### src/rtl/dfc_pkg.sv
package dfc_pkg;
  typedef enum logic [2:0] {
    FC_NONE    = 3'd0,
    FC_UNALIGN = 3'd1,
    FC_ACV     = 3'd2,
    FC_PAGE    = 3'd3,
    FC_MISS    = 3'd4,
    FC_PTEMISS = 3'd5
  } fclass_e;

  // cause bit positions inside the low status field (decoded by handler)
  localparam int CB_WR   = 0;
  localparam int CB_ACV  = 1;
  localparam int CB_FOR  = 2;
  localparam int CB_FOW  = 3;
  localparam int CB_MISS = 4;
  localparam int CB_BAD  = 5;
  localparam int CAUSE_W = 6;
  localparam int STAT_W  = 17;

  function automatic logic [15:0] vector_of(fclass_e c);
    case (c)
      FC_UNALIGN: return 16'h0301;
      FC_ACV:     return 16'h0381;
      FC_PAGE:    return 16'h0381;
      FC_MISS:    return 16'h0201;
      FC_PTEMISS: return 16'h0101;
      default:    return 16'h0000;
    endcase
  endfunction
endpackage

### src/rtl/dfc_classify.sv
module dfc_classify
  import dfc_pkg::*;
#(
  parameter int MODES  = 4,
  parameter int TOP_W  = 4,
  localparam int MODE_W = $clog2(MODES)
) (
  input  logic [2:0]         va_lo,
  input  logic [TOP_W-1:0]   va_top,
  input  logic [1:0]         size,
  input  logic               write,
  input  logic [MODE_W-1:0]  mode,
  input  logic               pte_load,
  input  logic               hit,
  input  logic [MODES-1:0]   rd_en,
  input  logic [MODES-1:0]   wr_en,
  input  logic               fonr,
  input  logic               fonw,
  output fclass_e            fclass,
  output logic [CAUSE_W-1:0] cause,
  output logic               superpage
);
  logic [2:0] amask;
  logic       misalign;
  logic       va_ok;
  logic [CAUSE_W-1:0] wbit;

  always_comb begin
    amask     = 3'((4'd1 << size) - 4'd1);
    misalign  = |(va_lo & amask);
    va_ok     = (&va_top[TOP_W-1:1]) | ~(|va_top[TOP_W-1:1]);
    superpage = va_ok & va_top[TOP_W-1] & ~va_top[0];
    wbit      = '0;
    wbit[CB_WR] = write;
  end

  // priority: alignment, validity, direct-mapped, miss, permission
  always_comb begin
    fclass = FC_NONE;
    cause  = '0;
    if (misalign) begin
      fclass = FC_UNALIGN;
      cause  = wbit;
    end else if (!va_ok) begin
      fclass = FC_PAGE;
      cause  = wbit;
      cause[CB_BAD] = 1'b1;
      cause[CB_ACV] = 1'b1;
    end else if (superpage) begin
      if (mode != '0) begin
        fclass = FC_ACV;
        cause  = wbit;
        cause[CB_ACV] = 1'b1;
      end
    end else if (!hit) begin
      fclass = pte_load ? FC_PTEMISS : FC_MISS;
      cause  = wbit;
      cause[CB_MISS] = 1'b1;
    end else if (write) begin
      if (!wr_en[mode]) begin
        fclass = FC_PAGE;
        cause[CB_WR]  = 1'b1;
        cause[CB_ACV] = 1'b1;
        cause[CB_FOW] = fonw;
      end else if (fonw) begin
        fclass = FC_PAGE;
        cause[CB_WR]  = 1'b1;
        cause[CB_FOW] = 1'b1;
      end
    end else begin
      if (!rd_en[mode]) begin
        fclass = FC_ACV;
        cause[CB_ACV] = 1'b1;
        cause[CB_FOR] = fonr;
      end else if (fonr) begin
        fclass = FC_PAGE;
        cause[CB_FOR] = 1'b1;
      end
    end
  end
endmodule

### src/rtl/dfc_format.sv
module dfc_format
  import dfc_pkg::*;
#(
  parameter int VA_W       = 32,
  parameter int PA_W       = 28,
  parameter int PAGE_SHIFT = 13,
  localparam int PFN_W     = PA_W - PAGE_SHIFT
) (
  input  logic [VA_W-1:0]    va,
  input  logic [5:0]         op,
  input  logic [4:0]         ra,
  input  logic [CAUSE_W-1:0] cause,
  input  logic [VA_W-1:0]    ptbr,
  input  logic [PFN_W-1:0]   pfn,
  output logic [STAT_W-1:0]  stat,
  output logic [VA_W-1:0]    form,
  output logic [PA_W-1:0]    pa_mapped,
  output logic [PA_W-1:0]    pa_direct
);
  always_comb begin
    stat      = {op, ra, cause};
    form      = ptbr | (VA_W'(va[VA_W-1:PAGE_SHIFT]) << 3);
    pa_mapped = {pfn, va[PAGE_SHIFT-1:0]};
    pa_direct = va[PA_W-1:0];
  end
endmodule

### src/rtl/dfc_top.sv
module dfc_top
  import dfc_pkg::*;
#(
  parameter int VA_W       = 32,
  parameter int IMPL_VA_W  = 30,
  parameter int PA_W       = 28,
  parameter int PAGE_SHIFT = 13,
  parameter int MODES      = 4,
  localparam int MODE_W    = $clog2(MODES),
  localparam int PFN_W     = PA_W - PAGE_SHIFT,
  localparam int TOP_W     = VA_W - IMPL_VA_W + 2
) (
  input  logic               clk,
  input  logic               rst_n,
  input  logic               req_valid,
  input  logic [VA_W-1:0]    req_va,
  input  logic [1:0]         req_size,
  input  logic               req_write,
  input  logic [MODE_W-1:0]  req_mode,
  input  logic               req_pte_load,
  input  logic               req_nofault,
  input  logic               req_misspec,
  input  logic               tlb_hit,
  input  logic [PFN_W-1:0]   pte_pfn,
  input  logic [MODES-1:0]   pte_rd_en,
  input  logic [MODES-1:0]   pte_wr_en,
  input  logic               pte_fonr,
  input  logic               pte_fonw,
  input  logic [5:0]         inst_op,
  input  logic [4:0]         inst_ra,
  input  logic [VA_W-1:0]    ptbr,
  output logic               rsp_valid,
  output logic               rsp_fault,
  output logic [2:0]         rsp_class,
  output logic [15:0]        rsp_vector,
  output logic [PA_W-1:0]    rsp_pa,
  output logic [VA_W-1:0]    flt_va,
  output logic [STAT_W-1:0]  flt_stat,
  output logic [VA_W-1:0]    flt_form
);
  // reset: asserted asynchronously, released on a clock edge
  logic [1:0] rst_pipe;
  logic       rst_sync_n;
  always_ff @(posedge clk or negedge rst_n) begin
    if (!rst_n) rst_pipe <= 2'b00;
    else        rst_pipe <= {rst_pipe[0], 1'b1};
  end
  assign rst_sync_n = rst_pipe[1];

  fclass_e            cls;
  logic [CAUSE_W-1:0] cause;
  logic               sp;
  logic [STAT_W-1:0]  stat_w;
  logic [VA_W-1:0]    form_w;
  logic [PA_W-1:0]    pa_map_w, pa_dir_w;

  dfc_classify #(.MODES(MODES), .TOP_W(TOP_W)) u_cls (
    .va_lo(req_va[2:0]), .va_top(req_va[VA_W-1:IMPL_VA_W-2]),
    .size(req_size), .write(req_write), .mode(req_mode),
    .pte_load(req_pte_load), .hit(tlb_hit), .rd_en(pte_rd_en),
    .wr_en(pte_wr_en), .fonr(pte_fonr), .fonw(pte_fonw),
    .fclass(cls), .cause(cause), .superpage(sp));

  dfc_format #(.VA_W(VA_W), .PA_W(PA_W), .PAGE_SHIFT(PAGE_SHIFT)) u_fmt (
    .va(req_va), .op(inst_op), .ra(inst_ra), .cause(cause), .ptbr(ptbr),
    .pfn(pte_pfn), .stat(stat_w), .form(form_w),
    .pa_mapped(pa_map_w), .pa_direct(pa_dir_w));

  // next-state
  logic              is_fault, rec_en;
  logic              valid_d, fault_d;
  logic [2:0]        class_d;
  logic [15:0]       vec_d;
  logic [PA_W-1:0]   pa_d;

  always_comb begin
    is_fault = req_valid && (cls != FC_NONE);
    rec_en   = is_fault && !req_pte_load && !req_nofault && !req_misspec;
    valid_d  = req_valid;
    fault_d  = is_fault;
    class_d  = is_fault ? cls : FC_NONE;
    vec_d    = is_fault ? vector_of(cls) : 16'h0000;
    if (req_valid && !is_fault) pa_d = sp ? pa_dir_w : pa_map_w;
    else                        pa_d = '0;
  end

  // response registers
  always_ff @(posedge clk or negedge rst_sync_n) begin
    if (!rst_sync_n) begin
      rsp_valid  <= 1'b0;
      rsp_fault  <= 1'b0;
      rsp_class  <= '0;
      rsp_vector <= '0;
      rsp_pa     <= '0;
    end else begin
      rsp_valid  <= valid_d;
      rsp_fault  <= fault_d;
      rsp_class  <= class_d;
      rsp_vector <= vec_d;
      rsp_pa     <= pa_d;
    end
  end

  // fault record registers, enabled only on recordable faults
  always_ff @(posedge clk or negedge rst_sync_n) begin
    if (!rst_sync_n) begin
      flt_va   <= '0;
      flt_stat <= '0;
      flt_form <= '0;
    end else if (rec_en) begin
      flt_va   <= req_va;
      flt_stat <= stat_w;
      flt_form <= form_w;
    end
  end
endmodule

### config.mk
export PLATFORM = sky130hd
export DESIGN_NAME = dfc_top
export DESIGN_NICKNAME = d
export VERILOG_FILES = /design/src/rtl/dfc_pkg.sv /design/src/rtl/dfc_classify.sv /design/src/rtl/dfc_format.sv /design/src/rtl/dfc_top.sv
export SDC_FILE = /design/constraint.sdc
export NUM_CORES = 1
export LEC_CHECK = 0
export ABC_AREA = 1
export BUFFER_PORTS_ARGS = -buffer_cell sky130_fd_sc_hd__buf_2
export CAP_MARGIN = 20
export CORE_UTILIZATION = 48
export CTS_CLUSTER_SIZE = 16
export DETAILED_ROUTE_END_ITERATION = 6
export GPL_ROUTABILITY_DRIVEN = 0
export HOLD_SLACK_MARGIN = 0.1
export MAX_ROUTING_LAYER = met4
export PLACE_DENSITY = 0.88
export SLEW_MARGIN = 15
export SYNTH_ARGS = -nofsm -noshare
export SYNTH_HDL_FRONTEND = slang
export SYNTH_SLANG_ARGS = --single-unit
### constraint.sdc
create_clock -name clk -period 4.8 [get_ports clk]
set_clock_uncertainty 0.05 [all_clocks]
set_input_delay 0.48 -clock clk [delete_from_list [all_inputs] [get_ports clk]]
set_output_delay 0.48 -clock clk [all_outputs]
set_load 0.01 [all_outputs]
==> results.md, run 1 <==
- Outcome: completed
- Worst hold stages: 3
- Routed wire per std cell: 14.74 um
- Sw frac: 28.24%
- Die width: 108.9 um
- Final slew viol count: 0
- Rel. slew slack: 37.95%
- P_leak: 4.183 nW
- Die Ht: 108.9 um
- Clock latency on the worst-skew pair: 0.41 ns
- Routed Antenna Nets: 0
- WP depth: 11
- YS warnings: 0
- HP Class: in -> reg
- Share of cells above drive strength 1: 37.94%
- Synth cell types: 25
- CP delay by family, top: buffers and inverters
- Worst Tran Pin Value: 0.9308 ns
- Fillers: 907
- Sequential cell area fraction in the yosys report: 54.78%
- FMAX: 410.9 MHz
- Number of DRC markers in iteration 0: 423
- Critical path peak fanout: 82
- Cts bufs inserted: 17
- Max Root-Sink Buffers: 2
- Comb power frac: 17.3%
- Crit-path cells: buf_2, nand3_1, nor2_2, buf_4, o21ai_0, nand2_1, inv_2, nand4_4, buf_4, nand2_1, a21oi_1
- Critical Path Start Type: input pin
- Synth-to-Final Area Change: 30.56%
- Total wire length after detailed routing: 14,540 um
- Yosys reg bits: 120
- MaxCap Viol Count: 0
- Vias in the first global route: 4,824
- RSZ-0062 raised after global routing: no
- Final Power: 0.003151 W
- Peak VDD IR: 0.2805 mV
- Final hold vios: 0
- Vias: 5,068
- Cell row count: 38
- Die Area: 11,850 um^2
- Worst reg2reg endpoint: flt_va[4]
- Mapped Cells: 620
- Fin Hold WS: 0.2381 ns
- # diodes: 0
- CP max-delay cell: buf_4
- P_sw: 0.0008899 W
- H-tree levels: 4
- Initial Utilization: 49.91%
- CTS tree: yes
- DR DRC count: 0
- HPWL after detailed placement: 9709 um
- Area of the multi-input gates: 1978 um^2
- DRT Pass-1 Iters: 5
- Post-synthesis cell area: 5482 um^2
- Initial antenna violation count: 0
- Gr usage total: 26.12%
- Worst path buffer plus inverter count: 4
- Crit path DAT: 2.71 ns
- Clock Pin Slew Worst Setup and Hold Paths: 0.06 ns
- Int Pwr: 0.002261 W
- R2R Setup Slk: 3.11 ns
- FF-to-FF Start: rst_pipe[1]
- Min-delay src: req_va[6]
- Minimum clock period: 2.434 ns
- R2R depth: 1
- Setup Total Neg Slack: 0 ns
- Critical Path Max Stage Delay: 0.62 ns
- Placed cell count: 953
- Vias per std cell: 5.140
- Avg Inst Size Synth: 8.841 um^2
- Boundary pin count: 242
- First-pass GRT wire length: 23,060 um
- Cell Pwr Density: 440.3 nW/um^2
- Clock Sinks: 120
- CP required: 5.08 ns
- # setup viols final: 0
- WS Path Type: in -> reg
- Largest net degree at the start of global routing: 83
- Hold Crit Endpoint: rsp_pa[6]
- Nets@finish: 945
- Sequential Power Share: 39.7%
- Port bufs: 229
- Root Driver: clkbuf_16
- Clock power frac: 43.0%
- Final cell count without fillers: 986
- Worst Setup End Kind: register
- Grt ovf: 0
- Final cycle utilization of the critical path: 50.70%
- FF/Latch Area: 3007 um^2
- Core Region: 10,980 um^2
-- power by group through the flow --
stage	Combinational, W	Clock [W]	Sequential [W]
2_1_floorplan	0.000212	0	0.00134
3_3_place_gp	0.000532	0	0.00126
3_5_place_dp	0.000546	0	0.00126
4_1_cts	0.000550	0.00137	0.00125
5_1_grt	0.000606	0.00142	0.00127
6_report	0.000545	0.00136	0.00125
-- how the worst max path moves through the flow --
| stage | start | to | slack [ns] |
|---|---|---|---|
| finish | req_va[29] | rsp_class[0] | 2.37 |
| global route | req_va[29] | rsp_class[0] | 2.11 |
| CTS | req_va[29] | rsp_vector[7] | 2.46 |
| detailed placement | req_va[29] | rsp_class[0] | 2.00 |
| global placement | req_va[29] | rsp_class[0] | 2.12 |
| floorplan | rst_pipe[1] | flt_form[0] | 1.16 |
-- stage by stage --
stage | util [%] | setup WS, ns | instance area [um^2]
floorplan | - | 1.159 | 5523
global placement | 59.26 | 2.117 | 6509
detailed placement | 59.26 | 2.001 | 6509
CTS | 65.16 | 2.458 | 7157
global route | 65.16 | 2.107 | 7157
finish | 65.16 | 2.366 | 7157
-- per-layer routing --
metal / track usage (%) / share of wire, % / vias to the layer above
met5: - / 0 / -
met4: 13.90 / 3.2 / 0
met3: 5.380 / 7.0 / 42
met2: 40.97 / 50 / 272
met1: 31.71 / 40 / 2361
li1: - / - / 2393
-- sequential cells by signal, indices dropped and copies added, names as in the netlist, 2 cells and up --
register / flops
flt_va: 32
rsp_vector: 4
rsp_class: 3
flt_stat: 17
rst_pipe: 2
rsp_pa: 28
flt_form: 32
-- Yosys cell counts, drive strengths merged --
cell | count | area share, %
a21oi | 2 | 0.18
conb | 2 | 0.14
nand2 | 231 | 16
buf | 33 | 5.8
nor3 | 2 | 0.18
o21ai | 6 | 0.62
dfrtp | 120 | 55
clkbuf | 19 | 1.3
nor2 | 43 | 4.2
nand4 | 84 | 9.7
nand3 | 14 | 1.8
nand3b | 1 | 0.14
inv | 44 | 3.0
or2 | 19 | 2.2
-- area by class of cell --
type	count	share of cell area, %
inverters	44	2.308
multi-input cells	415	27.64
flip-flops and latches	120	42.01
repair buffers	235	16.68
well taps	140	2.448
clock inverters	14	2.780
clock buffers	18	6.136
-- cell families after synthesis --
group	share of synthesized area, %
DFF	54.78
AOI/OAI and AO/OA	0.7989
and+or+nand+nor	34.15
other	0.1370
buffers and inverters	10.13
-- worst min-delay path, delay by kind of cell --
family	cells	cell delay [ns]
buffers and inverters	2	0.14
AND/OR/NAND/NOR	1	0.04
-- what timing repair did --
action                     CTS  global route
setup buffers                0             0
hold buffers                 1             0
resized for setup            0             0
hold endpoints to repair     2             0
setup endpoints to repair    0             0
-- placed cells by master (no fill, tap or decap), types with 3 or more instances in the layout --
cell type,instances
nand2_1,229
buf_2,229
dfrtp_1,119
nand4_1,83
inv_1,41
nor2_2,22
nor2_1,19
or2_2,19
clkbuf_16,17
conb_1,13
nand3_1,11
buf_4,5
o21ai_0,4
clkinvlp_4,4
clkinv_4,4
bufinv_16,4
inv_2,3
Note: power is estimated with default switching activity, not from simulation.
==> run 2: changes to the inputs <==
==> constraint.sdc (replaced) <==
create_clock -name clk -period 2.45 [get_ports clk]
set_clock_uncertainty 0.05 [all_clocks]
set_input_delay 0.245 -clock clk [delete_from_list [all_inputs] [get_ports clk]]
set_output_delay 0.245 -clock clk [all_outputs]
set_load 0.01 [all_outputs]
==> results.md, run 2 (synthesized netlist as in run 1, its figures left out) <==
- Worst hold stages: 3 (unchanged)
- First-pass GRT wire length: 25,520 um (+11%)
- DR DRC count: 0 (unchanged)
- Largest net degree at the start of global routing: 83 (unchanged)
- MaxCap Viol Count: 0 (unchanged)
- Clock latency on the worst-skew pair: 0.40 ns (about the same)
- Vias: 5,459 (+7.7%)
- Final slew viol count: 0 (unchanged)
- DRT Pass-1 Iters: 5 (unchanged)
- RSZ-0062 raised after global routing: no
- Routed wire per std cell: 15.48 um (+5.0%)
- H-tree levels: 4 (unchanged)
- Nets@finish: 1,011 (+7.0%)
- # diodes: 0 (unchanged)
- Root Driver: clkbuf_16
- Die width: 108.9 um (unchanged)
- Number of DRC markers in iteration 0: 409 (-3.3%)
- Crit-path cells: dlygate4sd3_1, buf_2, nand3_1, nor2_2, nor2_1, nand2_2, nand4_4, nand3_4, buf_6, nand2_1, nand2_1
- Worst Setup End Kind: register
- WS Path Type: in -> reg
- CTS tree: yes
- Final cell count without fillers: 1,052 (+6.7%)
- Cell row count: 38 (unchanged)
- Gr usage total: 29.38% (+3.3 points)
- Clock Sinks: 120 (unchanged)
- Peak VDD IR: 0.7674 mV (+170%)
- Synth-to-Final Area Change: 42.43%
- Critical Path Max Stage Delay: 0.56 ns (-0.06 ns)
- Top flop regs: flt_form x32, flt_va x32, rsp_pa x28
- Core Region: 10,980 um^2 (unchanged)
- Critical Path Start Type: input pin
- Max Root-Sink Buffers: 2 (unchanged)
- Critical path peak fanout: 81 (-1.2%)
- Initial antenna violation count: 0 (unchanged)
- Routed Antenna Nets: 0 (unchanged)
- Final hold vios: 0 (unchanged)
- Cts bufs inserted: 17 (unchanged)
- CP required: 2.74 ns (-2.34 ns)
- Total wire length after detailed routing: 16,290 um (+12%)
- CP max-delay cell: dlygate4sd3_1
- Most frequent cells in the layout: 229 x nand2_1, 229 x buf_2, 119 x dfrtp_1
- HP Class: in -> reg
- Rel. slew slack: 58.71% (+21 points)
- Min-delay src: req_va[28]
- Crit path DAT: 2.56 ns (-0.15 ns)
- # setup viols final: 0 (unchanged)
- Die Ht: 108.9 um (unchanged)
- R2R depth: 1 (unchanged)
- Die Area: 11,850 um^2 (unchanged)
- Hold Crit Endpoint: flt_va[28]
- Cell Pwr Density: 787.3 nW/um^2 (+79%)
- Share of cells above drive strength 1: 35.53% (-2.4 points)
- Vias in the first global route: 5,183 (+7.4%)
- Vias per std cell: 5.189 (+0.96%)
- Final cycle utilization of the critical path: 92.65%
- Outcome: completed
- Port bufs: 229 (unchanged)
- P_leak: 4.462 nW (+6.7%)
- Setup Total Neg Slack: 0 ns (unchanged)
- Minimum clock period: 2.270 ns
- Worst Tran Pin Value: 0.6193 ns (-0.3114 ns)
- Clock Pin Slew Worst Setup and Hold Paths: 0.06 ns (about the same)
- Placed cell count: 957 (+0.42%)
- Grt ovf: 0 (unchanged)
- FF-to-FF Start: rst_pipe[1]
- FMAX: 440.6 MHz
- R2R Setup Slk: 1.41 ns (-1.70 ns)
- Worst reg2reg endpoint: flt_form[29]
- Boundary pin count: 242 (unchanged)
- Initial Utilization: 49.91% (unchanged)
- HPWL after detailed placement: 9966 um (+2.6%)
- Most frequent CP cell: nand2_1
- Post-CTS Setup Inserts: 0 (unchanged)
-- run 2: cell count changes in the layout (fill, tap and decap cells not counted) --
cell / previous run / this run
dlygate4sd3_1: 1 / 63
bufinv_16: 4 / 3
clkinv_2: 1 / 5
buf_12: 0 / 3
buf_6: 0 / 1
inv_6: 1 / 0
clkbuf_1: 0 / 1
clkinv_4: 4 / 1
-- run 2: per-layer routing --
metal / GRT usage, % / vias up / wire (um)
li1: - / 2529 / -
met1: 33.87 / 2577 / 6277
met2: 48.11 / 307 / 8333
met3: 6.635 / 46 / 1118
met4: 14.77 / 0 / 560
met5: - / - / 0
-- run 2: cell type report --
class                   instances  area (um^2)
inverters                      44        165.2
repair buffers                301         1886
fillers                       812         3176
flip-flops and latches        120         3007
multi-input cells             415         1978
clock buffers                  19        442.9
well taps                     140        175.2
clock inverters                13        153.9
-- run 2: timing repair --
| action | in CTS | in global routing |
|---|---|---|
| setup endpoints to repair | 0 | 81 |
| endpoints found under the hold margin | 76 | 0 |
| hold buffers | 63 | 0 |
| resized for setup | 0 | 1 |
-- run 2: per-stage QoR --
stage | worst slack, ns | total power (W) | hold slack (ns) | area (um^2) | utilization [%]
after floorplan | 0.3975 | 0.003042 | -0.1006 | 5524 | -
after global placement | 0.3192 | 0.003525 | -0.01779 | 6576 | 59.88
after detailed placement | 0.1972 | 0.003563 | -0.01611 | 6576 | 59.88
after CTS | 0.01956 | 0.006173 | 0.1006 | 7804 | 71.05
after global routing | 0.04496 | 0.006435 | 0.1044 | 7807 | 71.09
final | 0.1801 | 0.006147 | 0.1110 | 7807 | 71.09
-- run 2: worst max-delay path by stage --
stage	start	endpoint	slack, ns	cells after the start
global placement	req_va[31]	flt_va[13]	0.32	11
detailed placement	req_va[31]	flt_form[2]	0.20	11
floorplan	rst_pipe[1]	flt_form[0]	0.40	0
CTS	req_va[31]	flt_form[29]	0.02	12
finish	req_va[29]	flt_form[13]	0.18	11
global route	req_va[29]	rsp_class[0]	0.04	11
-- run 2: where the power goes --
group / internal, W / total (W) / switching, W
Clock: 0.00162 / 0.00251 / 0.000896
Sequential: 0.00228 / 0.00245 / 0.000175
Combinational: 0.000495 / 0.00118 / 0.000687
Total: 0.00439 / 0.00615 / 0.00176
-- run 2: critical path, delay by kind of cell --
| kind | cells | cell delay (ns) |
|---|---|---|
| buffers and inverters | 3 | 1.17 |
| AND/OR/NAND/NOR | 8 | 1.05 |
==> run 3: changes to the inputs <==
--- a/config.mk
+++ b/config.mk
@@ -8,13 +8,13 @@
 export ABC_AREA = 1
 export BUFFER_PORTS_ARGS = -buffer_cell sky130_fd_sc_hd__buf_2
 export CAP_MARGIN = 20
-export CORE_UTILIZATION = 48
+export CORE_UTILIZATION = 35
 export CTS_CLUSTER_SIZE = 16
 export DETAILED_ROUTE_END_ITERATION = 6
 export GPL_ROUTABILITY_DRIVEN = 0
 export HOLD_SLACK_MARGIN = 0.1
 export MAX_ROUTING_LAYER = met4
-export PLACE_DENSITY = 0.88
+export PLACE_DENSITY = 0.69
 export SLEW_MARGIN = 15
 export SYNTH_ARGS = -nofsm -noshare
 export SYNTH_HDL_FRONTEND = slang
==> results.md, run 3 (synthesized netlist as in run 1, its figures left out) <==
- Outcome: completed
- Final hold vios: 0 (unchanged)
- CTS tree: yes
- Rel. slew slack: 58.44% (-0.27 points)
- Grt ovf: 0 (unchanged)
- Worst Tran Pin Value: 0.6227 ns (+0.003374 ns)
- Boundary pin count: 242 (unchanged)
- DRT Pass-1 Iters: 4 (-1)
- Setup Total Neg Slack: 0 ns (unchanged)
- Die width: 127.1 um (+17%)
- P_sw: 0.001664 W (-5.4%)
- Number of DRC markers in iteration 0: 224 (-45%)
- Post_cts resized: 0 (unchanged)
- Final slew viol count: 0 (unchanged)
- Die Ht: 127.1 um (+17%)
- Worst Setup SP: req_va[0]
- Total wire length after detailed routing: 16,040 um (-1.5%)
- Most frequent cells in the layout: 229 x nand2_1, 228 x buf_2, 119 x dfrtp_1
- Final Power: 0.005995 W (-2.5%)
- Most frequent CP cell: nand2_1
- Gr usage total: 21.23% (-8.1 points)
- Hold Buf Count CTS: 72 (+14%)
- First-pass GRT wire length: 25,750 um (+0.89%)
- Int Pwr: 0.004331 W (-1.3%)
- Critical path peak fanout: 32 (-60%)
- Clock Pin Slew Worst Setup and Hold Paths: 0.05 ns (about the same)
- Crit path DAT: 2.54 ns (-0.02 ns)
- Clock Sinks: 120 (unchanged)
- CP required: 2.72 ns (-0.02 ns)
- Routed Antenna Nets: 0 (unchanged)
- P_leak: 4.508 nW (+1.0%)
- RSZ-0062 raised after global routing: no
- Vias in the first global route: 4,994 (-3.6%)
- Crit-path cells: dlygate4sd3_1, buf_2, inv_1, nand2_1, nand2_1, nand2_1, nor2_4, nand2_2, nand4_4, buf_4, nand2_1, a21oi_1
- Max Root-Sink Buffers: 2 (unchanged)
- H-tree levels: 4 (unchanged)
- FMAX: 440.1 MHz (-0.10%)
- Die Area: 16,170 um^2 (+36%)
- Routed wire per std cell: 14.16 um (-8.6%)
- Worst path buffer plus inverter count: 4 (+1)
- Synth-to-Final Area Change: 45.74%
- Port bufs: 229 (unchanged)
- Share of cells above drive strength 1: 34.82% (-0.71 points)
- Top flop regs: flt_form x32, flt_va x32, rsp_pa x28
- Initial Utilization: 35.92% (-14 points)
- HPWL after detailed placement: 10,150 um (+1.8%)
- FF-to-FF Start: rst_pipe[1]
- MaxCap Viol Count: 0 (unchanged)
- # setup viols final: 0 (unchanged)
- Clock power frac: 39.7% (-1.2 points)
- Worst Setup End Kind: register
- Post-Place Worst Slack: 0.3555 ns (+0.1583 ns)
- Comb power frac: 19.6% (+0.4 points)
- Commonest non-fill, non-tap cell in the layout: nand2_1
- CP max-delay cell: dlygate4sd3_1
- DR DRC count: 0 (unchanged)
- Core Region: 15,260 um^2 (+39%)
- Worst setup margin: 0.1778 ns (-0.002363 ns)
- Root Driver: clkbuf_16
- Critical Path Start Type: input pin
- Vias: 5,250 (-3.8%)
- Minimum clock period: 2.272 ns (+0.002363 ns)
- Sw frac: 27.76% (-0.85 points)
- WS Path Type: in -> reg
- Clock latency on the worst-skew pair: 0.40 ns (about the same)
- # diodes: 0 (unchanged)
- Sequential Power Share: 40.7% (+0.8 points)
- HP Class: in -> reg
- CP delay by family, top: buffers and inverters
- Post-CTS Setup Inserts: 0 (unchanged)
- Peak VDD IR: 0.4074 mV (-47%)
- Final cycle utilization of the critical path: 92.74% (+0.096 points)
- Cell Pwr Density: 750.5 nW/um^2 (-4.7%)
- Fillers: 1,374 (+69%)
- Min-delay src: pte_pfn[7]
- Largest net degree at the start of global routing: 82 (-1.2%)
- Critical Path Max Stage Delay: 0.54 ns (-0.02 ns)
- Nets@finish: 1,021 (+0.99%)
- Vias per std cell: 4.634 (-11%)
- Cts bufs inserted: 17 (unchanged)
- Cell row count: 45 (+18%)
- Initial antenna violation count: 0 (unchanged)
[run 3: layout make-up]
cell class | instances | area [um^2] | area share (%)
repair buffers | 311 | 2007 | 25.12
multi-input cells | 415 | 1978 | 24.76
well taps | 211 | 264.0 | 3.305
flip-flops and latches | 120 | 3007 | 37.64
clock inverters | 8 | 96.34 | 1.206
inverters | 44 | 165.2 | 2.067
clock buffers | 24 | 471.7 | 5.904
[run 3: worst paths after layout]
kind                           endpoint  slack [ns]  cells after the start
min in group asynchronous    flt_va[23]        0.23                      0
min reg2reg                  flt_va[23]        0.23                      0
min                          rsp_pa[20]        0.12                      5
max                        rsp_class[0]        0.18                     12
max in group asynchronous  flt_stat[11]        1.45                      1
max reg2reg                flt_stat[11]        1.45                      1
[run 3: per-stage QoR]
stage	instance area (um^2)	instances	hold slack (ns)	utilization, %
after CTS	7989	1133	0.1031	52.36
after global routing	7989	1133	0.1175	52.36
after global placement	6700	1029	-0.01824	43.91
final	7989	1133	0.1240	52.36
after floorplan	5524	631	-0.1006	-
after detailed placement	6700	1029	-0.01759	43.91
[run 3: power by group through the flow]
stage | logic, W | registers [W] | clock network [W]
after floorplan | 0.000416 | 0.00263 | 0
after global placement | 0.00108 | 0.00246 | 0
after detailed placement | 0.00110 | 0.00247 | 0
after CTS | 0.00118 | 0.00244 | 0.00244
after global routing | 0.00131 | 0.00247 | 0.00253
final | 0.00118 | 0.00244 | 0.00238
[run 3: routing by layer]
layer / track usage (%) / vias up / part of all wire [%]
li1: - / 2553 / -
met1: 26.57 / 2490 / 46
met2: 34.20 / 193 / 47
met3: 4.983 / 14 / 5.9
met4: 6.513 / 0 / 1.1
met5: - / - / 0
